### config.mk
export PLATFORM = sky130hd
export DESIGN_NAME = bus_rst_gen
export DESIGN_NICKNAME = d
export VERILOG_FILES = /design/src/rtl/bus_rst_pkg.sv /design/src/rtl/rst_sync2.sv /design/src/rtl/clk_act_mon.sv /design/src/rtl/stab_timer.sv /design/src/rtl/bus_rst_gen.sv
export SDC_FILE = /design/constraint.sdc
export NUM_CORES = 1
export LEC_CHECK = 0
export ABC_AREA = 1
export BUFFER_PORTS_ARGS = -buffer_cell sky130_fd_sc_hd__buf_2
export CAP_MARGIN = 10
export CORE_UTILIZATION = 55
export DETAILED_ROUTE_END_ITERATION = 6
export GPL_TIMING_DRIVEN = 0
export PLACE_DENSITY = 0.84
export SLEW_MARGIN = 10
export SYNTH_ARGS = -nofsm -noshare
export SYNTH_HDL_FRONTEND = slang
export SYNTH_HIERARCHICAL = 1
export SYNTH_SLANG_ARGS = --single-unit
### constraint.sdc
create_clock -name clk_i -period 3.06 [get_ports clk_i]
set_clock_uncertainty 0.15 [all_clocks]
set_input_delay 0.306 -clock clk_i [delete_from_list [all_inputs] [get_ports clk_i]]
set_output_delay 0.306 -clock clk_i [all_outputs]
set_load 0.05 [all_outputs]
### src/rtl/bus_rst_pkg.sv
package bus_rst_pkg;
  localparam int unsigned N_CAUSE   = 4;
  localparam int unsigned CAUSE_EXT = 0;
  localparam int unsigned CAUSE_BUS = 1;
  localparam int unsigned CAUSE_OSC = 2;
  localparam int unsigned CAUSE_UV  = 3;
  localparam int unsigned N_MON_CLK = 2;
  typedef logic [N_CAUSE-1:0] cause_t;
endpackage

### src/rtl/rst_sync2.sv
module rst_sync2 #(
  parameter int unsigned W = 1
) (
  input  logic         clk_i,
  input  logic         rst_ni,
  input  logic [W-1:0] d_i,
  output logic [W-1:0] q_o
);
  logic [W-1:0] ff1_q, ff2_q;

  always_ff @(posedge clk_i or negedge rst_ni) begin
    if (!rst_ni) begin
      ff1_q <= '0;
      ff2_q <= '0;
    end else begin
      ff1_q <= d_i;
      ff2_q <= ff1_q;
    end
  end

  assign q_o = ff2_q;
endmodule

### src/rtl/clk_act_mon.sv
module clk_act_mon #(
  parameter int unsigned TIMEOUT = 64
) (
  input  logic clk_i,
  input  logic rst_ni,
  input  logic mon_i,
  output logic stopped_o
);
  localparam int unsigned CW = $clog2(TIMEOUT + 1);
  localparam logic [CW-1:0] LIMIT = CW'(TIMEOUT);

  logic [2:0]    smp_q;
  logic [CW-1:0] idle_q;
  logic          toggle;

  always_ff @(posedge clk_i or negedge rst_ni) begin
    if (!rst_ni) smp_q <= '0;
    else         smp_q <= {smp_q[1:0], mon_i};
  end

  assign toggle = smp_q[2] ^ smp_q[1];

  // starts saturated: a clock is stopped until proven running
  always_ff @(posedge clk_i or negedge rst_ni) begin
    if (!rst_ni)              idle_q <= LIMIT;
    else if (toggle)          idle_q <= '0;
    else if (idle_q != LIMIT) idle_q <= idle_q + 1'b1;
  end

  assign stopped_o = (idle_q == LIMIT);
endmodule

### src/rtl/stab_timer.sv
module stab_timer #(
  parameter int unsigned TICKS = 2_000_000
) (
  input  logic clk_i,
  input  logic rst_ni,
  input  logic fault_i,
  output logic done_o
);
  localparam int unsigned CW = $clog2(TICKS + 1);
  localparam logic [CW-1:0] LIMIT = CW'(TICKS);

  logic [CW-1:0] cnt_q;

  always_ff @(posedge clk_i or negedge rst_ni) begin
    if (!rst_ni)             cnt_q <= '0;
    else if (fault_i)        cnt_q <= '0;
    else if (cnt_q != LIMIT) cnt_q <= cnt_q + 1'b1;
  end

  assign done_o = (cnt_q == LIMIT);
endmodule

### src/rtl/bus_rst_gen.sv
module bus_rst_gen
  import bus_rst_pkg::*;
#(
  parameter int unsigned STOP_TIMEOUT = 64,
  parameter int unsigned STAB_TICKS   = 2_000_000
) (
  input  logic         clk_i,
  input  logic         rst_ni,
  input  logic         ext_rst_i,
  input  logic         uv_i,
  input  logic         bus_clk_i,
  input  logic         osc_clk_i,
  output logic         sys_rst_no,
  output logic [3:0]   cause_o
);
  logic [1:0]           async_s;
  logic [N_MON_CLK-1:0] mon_clk;
  logic [N_MON_CLK-1:0] clk_stop;
  cause_t               fault;
  logic                 any_fault, stab_done;
  logic                 rst_q, any_q;
  cause_t               cause_q;

  rst_sync2 #(.W(2)) u_sync (
    .clk_i (clk_i),
    .rst_ni(rst_ni),
    .d_i   ({uv_i, ext_rst_i}),
    .q_o   (async_s)
  );

  assign mon_clk = {osc_clk_i, bus_clk_i};

  for (genvar g = 0; g < N_MON_CLK; g++) begin : g_mon
    clk_act_mon #(.TIMEOUT(STOP_TIMEOUT)) u_mon (
      .clk_i    (clk_i),
      .rst_ni   (rst_ni),
      .mon_i    (mon_clk[g]),
      .stopped_o(clk_stop[g])
    );
  end

  always_comb begin
    fault            = '0;
    fault[CAUSE_EXT] = async_s[0];
    fault[CAUSE_BUS] = clk_stop[0];
    fault[CAUSE_OSC] = clk_stop[1];
    fault[CAUSE_UV]  = async_s[1];
  end

  assign any_fault = |fault;

  stab_timer #(.TICKS(STAB_TICKS)) u_stab (
    .clk_i  (clk_i),
    .rst_ni (rst_ni),
    .fault_i(any_fault),
    .done_o (stab_done)
  );

  // any_q resets high so power-up clock detection leaves cause at zero
  always_ff @(posedge clk_i or negedge rst_ni) begin
    if (!rst_ni) begin
      rst_q   <= 1'b0;
      any_q   <= 1'b1;
      cause_q <= '0;
    end else begin
      rst_q <= stab_done & ~any_fault;
      any_q <= any_fault;
      if (any_fault && !any_q) cause_q <= fault;
    end
  end

  assign sys_rst_no = rst_q;
  assign cause_o    = cause_q;
endmodule

# After elaboration in Yosys (flattened, before gate mapping)
# Cells that the tools add are included.
[classes] shifts=0 div=0 n_mul=0 eq_ne=6 n_addsub=3 n_bitwise=4 n_mux=6 magnitude_cmp=0 reduce_logical=6
[ops] op="$mux W21" count=2
[ops] op="$mux W7" count=4
[ops] op="$add A21 B1 Y21 const B" count=1
[ops] op="$eq A21 B21 Y1 const B" count=1
[ops] op="$ne A21 B21 Y1 const B" count=1
[ops] op="$add A7 B1 Y7 const B" count=2
[ops] op="$eq A7 B7 Y1 const B" count=2
[ops] op="$ne A7 B7 Y1 const B" count=2
[ops] op="$reduce_bool A2 Y1" count=3
[ops] op="$reduce_or A4 Y1" count=1
[ops] op="$xor A1 B1 Y1" count=2
[ops] op="$and A1 B1 Y1" count=1
[ops] op="$logic_and A1 B1 Y1" count=1
[ops] op="$logic_not A1 Y1" count=1
[ops] op="$not A1 Y1" count=1
[totals] ram_bits=0 register_bits=51 input_bits=6 mem_bits_ro=0 mem_count=0 latch_bits=0

# Logic depth before layout (Yosys ltp)
# Gate-level depths: netlist of run 1.
[depth] ltp_word=4 mapped_depth=11 ltp_nobuf=9

# Cells and area by module
# The synthesis of run 1 kept the hierarchy.
[modules_own_cells] module="stab_timer" area_per_inst_um2=1327.5 n_inst=1 seq_area_each_um2=525.5 cells_per_inst=194
[modules_own_cells] module="clk_act_mon at g_mon[0].u_mon" area_per_inst_um2=496.7 n_inst=1 seq_area_each_um2=251.5 cells_per_inst=56
[modules_own_cells] module="clk_act_mon at g_mon[1].u_mon" area_per_inst_um2=494.2 n_inst=1 seq_area_each_um2=251.5 cells_per_inst=54
[modules_own_cells] module="bus_rst_gen" area_per_inst_um2=241.5 n_inst=1 seq_area_each_um2=151.4 cells_per_inst=25
[modules_own_cells] module="rst_sync2" area_per_inst_um2=100.1 n_inst=1 seq_area_each_um2=100.1 cells_per_inst=4

# Worst setup path before layout of run 1
# Ideal clock, no wire load.
[synth_path] path_type="reg-to-reg" startpoint="register g_mon[0].u_mon.idle_q[0]" endpoint="register u_stab.cnt_q[0]" stages_incl_launch_ff=12 required_time_ns=2.792 path_slack_ns=1.180 arrival_time_ns=1.611 cell_sequence="dfrtp_1 -> inv_1 -> ha_1 -> nand2_1 -> nor2_2 -> nor2_1 -> nand2_2 -> clkbuf_1 -> inv_1 -> clkbuf_8 -> nand4_1 -> nand2_1"
[synth_between] elab_chain_len=3 elab_cells_between_ends=4
[synth_rtl] item="start, declared" line_no="clk_act_mon.sv:13" rtl="logic [CW-1:0] idle_q;"
[synth_rtl] item="start signal, assigned" line_no="clk_act_mon.sv:27" rtl="else if (idle_q != LIMIT) idle_q <= idle_q + 1'b1;"
[synth_rtl] item="$eq A7 B7 Y1 *" line_no="clk_act_mon.sv:30" rtl="assign stopped_o = (idle_q == LIMIT);"
[synth_rtl] item="named net clk_stop[0]" line_no="bus_rst_gen.sv:18" rtl="logic [N_MON_CLK-1:0] clk_stop;"
[synth_rtl] item="$reduce_or A4 Y1 *" line_no="bus_rst_gen.sv:50" rtl="assign any_fault = |fault;"
[synth_rtl] item="named net any_fault" line_no="bus_rst_gen.sv:20" rtl="logic any_fault, stab_done;"
[synth_rtl] item="$mux W21 / $reduce_bool A2 Y1 (equally long branches)"
[synth_rtl] item="end signal, assigned" line_no="stab_timer.sv:17" rtl="else if (cnt_q != LIMIT) cnt_q <= cnt_q + 1'b1;"
[synth_rtl] item="end, declared" line_no="stab_timer.sv:12" rtl="logic [CW-1:0] cnt_q;"
# Mark *: on every way through the listed nets, which the timed path passes. The rest lies on a longest branch.
# A chain may end at the register's enable or synchronous reset.

# Final worst setup path of run 1
# Same ends and word-level chain as after synthesis.

==> metrics.txt, run 1 <==
number of antenna diodes=0; worst-skew pair later-pin latency=300 ps; Clock Root Buffer=clkbuf_8; setup TNS=0 ps; Slowest-stage cell, CP=dfrtp_1; number of H-tree levels=2; full die area=5120 sq um; crit-path max FO=10; Synth Net Count=345; GRT Total Usage=21.6%; worst-path cell chain=inv_1 > ha_1 > nand2_1 > nor2_2 > nor2_1 > nand2_2 > clkbuf_1 > inv_1 > clkbuf_8 > nand4_1 > nand2_1; GPL Wtd Cong=0.876; initial antenna violation count=0; clk sinks=51; Antenna Nets Post-Route=0; final hold slack=201 ps; Peak VDD IR=0.285 mV; initial core utilization=59.1%; Nets=367; Yosys reg bits=51; ranking of synthesized cells by area=dfrtp_1 45%, nand2_1 11%, nor2_1 8.7%; maximum number of pins on one net before global-route repair=52; TritonCTS clock tree=built; initial DRC count=132; RSZ-0062 raised after global routing=no; Post-DP HPWL=3560 um; cts repair resizes=0; router iterations before antenna repair=4; final wirelength=4940 um; synth warn=6; Area Growth Syn to Fin=10.4%; Max-slew headroom=59.3%; clk buf depth=2; mapped cell area=2660 sq um; Design Area, Final=2940 sq um; # DRC=0; Die X=71.5 um; Avg Vias per Cell=5.23; Async SR Flop Fraction=100%; Top delay family on crit path=buffers and inverters; count of final setup violators=0; Port Buffers=10; Crit path largest cell delay=420 ps; min-delay worst type=flip-flop to flip-flop; Distinct cells, synth=29; placed inst area=2780 sq um; Worst setup SP type=flip-flop; CORE AREA=4500 sq um; Mean Syn Cell Area=7.99 sq um; crit path DAT=2330 ps; Slew Limit Fails=0; worst path bufs/invs=4; Seq/Total Area, Yosys=48.1%; most common cell after layout, fill and taps aside=nand2_1; ys flop type=dfrtp_1; first-pass GRT wire length=8640 um; Core Rows=24; vias post-DR=2132; Highest Clock Rate=436 MHz; Post-Syn Instances=333; crit end category=flip-flop; CP Class=flip-flop to flip-flop; proportion of layout cells with a drive suffix above 1=12.1%; Synth top area share=45.2%; CP required=3100 ps; TritonCTS Buffers=5; die height=71.5 um; worst-margin pin slew=611 ps; final hold vios=0; hold_buf cts=4; Leak=1.33 nW; Post-synth EDFFs=0; maxcap violations=0; most frequent cells in the layout=79 x nand2_1, 62 x nor2_1, 48 x dfrtp_1, 34 x inv_1, 32 x nand3_1; Post CTS Setup Buffer Count=0; Clk pin slew, worst setup/hold paths=90 ps; Final Cycle Share=74.9%; Pwr Density=444 nW/um^2; grt ovf=0; drt wl/cell=12.1 um; Synth area leader=dfrtp_1; status=finished, final reports clean; vias in the first global route=2079; minimum clock period=2290 ps; IO Count=11
layout make-up:
type / count / area [sq um]
sequential: 51 / 1280
clock inverter: 2 / 37.5
inverter: 37 / 153
clock buffer: 6 / 72.6
fill: 368 / 1570
tap: 52 / 65.1
timing repair buffer: 15 / 103
multi-input combinational: 243 / 1210
buffer: 2 / 17.5
cell usage after synthesis (all sizes together), types with 3 or more instances:
cell type / n
xor2: 7
nand4: 6
dfstp: 3
dfrtp: 48
nand3: 34
nand2: 85
ha: 6
o21ai: 8
inv: 36
nor2: 68
or2: 3
nor3: 8
a21oi: 10
cells by family (layout without fill, tap and decap cells):
| family | count (synthesis) | after routing | synth area share (%) |
|---|---|---|---|
| adder cells (fa/ha/maj) | 6 | 6 | 2.82 |
| XOR/XNOR | 9 | 9 | 3.53 |
| flip-flops | 51 | 51 | 48.1 |
| AND/OR/NAND/NOR | 208 | 208 | 34.9 |
| buffers and inverters | 39 | 62 | 6.40 |
| AO/OA/AOI/OAI | 20 | 20 | 4.23 |
sequential cells by signal (all words and copies together) (netlist names):
name,cells
u_stab/cnt_q,21
g_mon.u_mon/idle_q,14
g_mon.u_mon/smp_q,6
cause_o,4
u_sync/ff1_q,2
u_sync/q_o,2
any_q,1
sys_rst_no,1
where the power goes:
part / total (mW) / leakage (nW) / internal, mW / switching (mW)
Sequential: 0.724 / 0.669 / 0.699 / 0.0249
Clock: 0.457 / 0.0514 / 0.244 / 0.213
Combinational: 0.123 / 0.613 / 0.0437 / 0.0790
metal layers:
| metal | track usage, % | wire length, um | part of all wire (%) |
|---|---|---|---|
| met1 | 25.5 | 2240 | 45 |
| met2 | 38.5 | 2440 | 49 |
| met3 | 4.64 | 196 | 4.0 |
| met4 | 8.71 | 61 | 1.2 |
| met5 | 0 | 0 | 0 |
final timing paths:
check | cells after the start | slack [ps] | start | endpoint
min in group asynchronous | 2 | 400 | rst_ni | g_mon[0].u_mon/idle_q[3]$_DFFE_PN0P_
setup / recovery | 11 | 770 | g_mon[0].u_mon/idle_q[0]$_DFFE_PN0P_ | u_stab/cnt_q[0]$_DFFE_PN0P_
hold / removal | 0 | 200 | g_mon[1].u_mon/smp_q[0]$_DFF_PN0_ | g_mon[1].u_mon/smp_q[1]$_DFF_PN0_
hold reg to reg | 0 | 200 | g_mon[1].u_mon/smp_q[0]$_DFF_PN0_ | g_mon[1].u_mon/smp_q[1]$_DFF_PN0_
max in group asynchronous | 2 | 1940 | rst_ni | u_stab/cnt_q[4]$_DFFE_PN0P_
setup reg to reg | 11 | 770 | g_mon[0].u_mon/idle_q[0]$_DFFE_PN0P_ | u_stab/cnt_q[0]$_DFFE_PN0P_
metrics by stage:
stage	utilization (%)	cells	setup WS [ps]	power (mW)
after CTS	64.9	407	758	1.32
after detailed placement	61.6	395	790	0.856
after global placement	61.6	395	835	0.850
final	65.2	408	768	1.30
after global routing	65.2	408	541	1.36
after floorplan	-	333	1180	0.817
Note: power is estimated with default switching activity, not from simulation.
==> run 2, diff against run 1 <==
clock period = 2.4 ns   (was 3.06 ns; I/O delays follow)
==> run 2 against run 1 <==
  * Via count barely moved
  * Total power rose by 28%
  * Fmax rose by 13%
  * Critical endpoint unchanged
  * Sequential cell count did not move
  * Die area did not move
  * Global-route usage did not move
  * First-iteration DRC count fell by 5.3%
  * Combinational power rose by 27%
  * Worst setup slack got worse by 390 ps
  * Count of clock-buffer cells in the layout did not move
  * Wire length rose by 0.10%
==> metrics.txt, run 2 (synthesized netlist as in run 1, its figures left out) <==
final hold slack=201 ps (+0.0210 ps); worst path bufs/invs=3 (-1); crit path DAT=2060 ps (-270 ps); initial DRC count=125 (-5.3%); vias in the first global route=2079 (unchanged); # DRC=0 (unchanged); CP Depth=10 (-1); cts repair resizes=0 (unchanged); Design Area, Final=2930 sq um (-0.13%); CP required=2440 ps (-660 ps); Core Rows=24 (unchanged); maximum number of pins on one net before global-route repair=52 (unchanged); Final Util=65.1% (-0.083 points); Slew Limit Fails=0 (unchanged); largest register by flop count=u_stab/cnt_q; Hold Path Cell Cnt=0 (unchanged); Pwr Total=1.66 mW (+28%); crit end category=flip-flop; Clock Root Buffer=clkbuf_8; Max-slew headroom=59.3% (about the same); final wirelength=4950 um (+0.10%); drt wl/cell=12.1 um (+0.35%); CP Class=flip-flop to flip-flop; most frequent cells in the layout=79 x nand2_1, 62 x nor2_1, 48 x dfrtp_1, 34 x inv_1, 32 x nand3_1; Nets=366 (-0.27%); Post-Place Cells=395 (unchanged); max FFs per register=21 (unchanged); Crit path largest cell delay=420 ps (about the same); initial antenna violation count=0 (unchanged); PnR worst setup slack=373 ps (-395 ps); status=finished, final reports clean; setup TNS=0 ps (unchanged); clk buf depth=2 (unchanged); Area Growth Syn to Fin=10.3%; Peak VDD IR=0.362 mV (+27%); Highest Clock Rate=493 MHz (+13%); Clk pin slew, worst setup/hold paths=90 ps (about the same); TritonCTS Buffers=5 (unchanged); TritonCTS clock tree=built; crit-path max FO=11 (+1); worst-path cell chain=inv_1 > ha_1 > nand2_1 > nor2_2 > nor2_1 > nand2_2 > inv_1 > clkbuf_8 > nand4_1 > nand2_1; worst-margin pin slew=610 ps (-0.804 ps); router iterations before antenna repair=4 (unchanged); Leak=1.33 nW (about the same); Pwr Density=567 nW/um^2 (+28%); filler cell count=368 (unchanged); die height=71.5 um (unchanged); initial core utilization=59.1% (unchanged); GPL Wtd Cong=0.876 (unchanged); placed inst area=2780 sq um (unchanged); Antenna Nets Post-Route=0 (unchanged); pre-CTS setup slack=130 ps (-660 ps); maxcap violations=0 (unchanged); Die X=71.5 um (unchanged); vias post-DR=2133 (+0.047%); proportion of layout cells with a drive suffix above 1=12.1% (+0.034 points); Avg Vias per Cell=5.24 (+0.29%); Post CTS Setup Buffer Count=0 (unchanged); first-pass GRT wire length=8640 um (unchanged); Port Buffers=10 (unchanged); minimum clock period=2030 ps (-265 ps); Worst setup SP type=flip-flop; final non-filler cell total=407 (-0.25%); Top delay family on crit path=simple AND/OR/NAND/NOR gates; min-delay worst type=flip-flop to flip-flop; GRT Total Usage=21.6% (unchanged); number of antenna diodes=0 (unchanged); Post-DP HPWL=3560 um (unchanged); top flop regs=u_stab/cnt_q (21), g_mon.u_mon/idle_q (14), g_mon.u_mon/smp_q (6); CORE AREA=4500 sq um (unchanged); number of H-tree levels=2 (unchanged); Final Cycle Share=84.5% (+9.5 points); count of final setup violators=0 (unchanged); clk sinks=51 (unchanged); final hold vios=0 (unchanged); FF-to-FF path depth=10 (-1); IO Count=11 (unchanged); full die area=5120 sq um (unchanged); worst-skew pair later-pin latency=300 ps (about the same); RSZ-0062 raised after global routing=no; Slowest-stage cell, CP=dfrtp_1; grt ovf=0 (unchanged); most common cell after layout, fill and taps aside=nand2_1
[run 2: cell count changes in the layout (fill, tap and decap cells not counted)]
| cell | change |
|---|---|
| clkbuf_1 | -1 |
[run 2: path summary, 6_finish.rpt]
path                                                       from                                    to  slack, ps
min reg2reg                   g_mon[1].u_mon/smp_q[0]$_DFF_PN0_     g_mon[1].u_mon/smp_q[1]$_DFF_PN0_        200
max reg2reg                g_mon[0].u_mon/idle_q[0]$_DFFE_PN0P_           u_stab/cnt_q[0]$_DFFE_PN0P_        370
max in group asynchronous                                rst_ni           u_stab/cnt_q[4]$_DFFE_PN0P_       1340
max                        g_mon[0].u_mon/idle_q[0]$_DFFE_PN0P_           u_stab/cnt_q[0]$_DFFE_PN0P_        370
min in group asynchronous                                rst_ni  g_mon[0].u_mon/idle_q[3]$_DFFE_PN0P_        330
min                           g_mon[1].u_mon/smp_q[0]$_DFF_PN0_     g_mon[1].u_mon/smp_q[1]$_DFF_PN0_        200
[run 2: area by class of cell]
type,count,area (sq um),share of cell area [%]
multi-input cells,243,1210,41.2
clock buffers,6,72.6,2.47
clock inverters,2,37.5,1.28
flip-flops and latches,51,1280,43.6
inverters,37,153,5.20
repair buffers,15,103,3.50
plain buffers,1,13.8,0.469
well taps,52,65.1,2.22
[run 2: layer usage]
| metal | wire (um) | track usage (%) |
|---|---|---|
| met4 | 61 | 8.71 |
| met3 | 169 | 4.64 |
| met1 | 2290 | 25.5 |
| met2 | 2430 | 38.5 |
| met5 | 0 | 0 |
[run 2: where the power goes]
group          switching [mW]  internal [mW]  total [mW]
Clock                   0.271          0.311       0.583
Combinational           0.101         0.0554       0.156
Sequential             0.0320          0.892       0.924
Total                   0.404           1.26        1.66
[run 2: repair_timing]
| item | in CTS | in global routing |
|---|---|---|
| hold buffers | 4 | 1 |
| endpoints found under the setup margin | 0 | 8 |
| endpoints found under the hold margin | 4 | 48 |
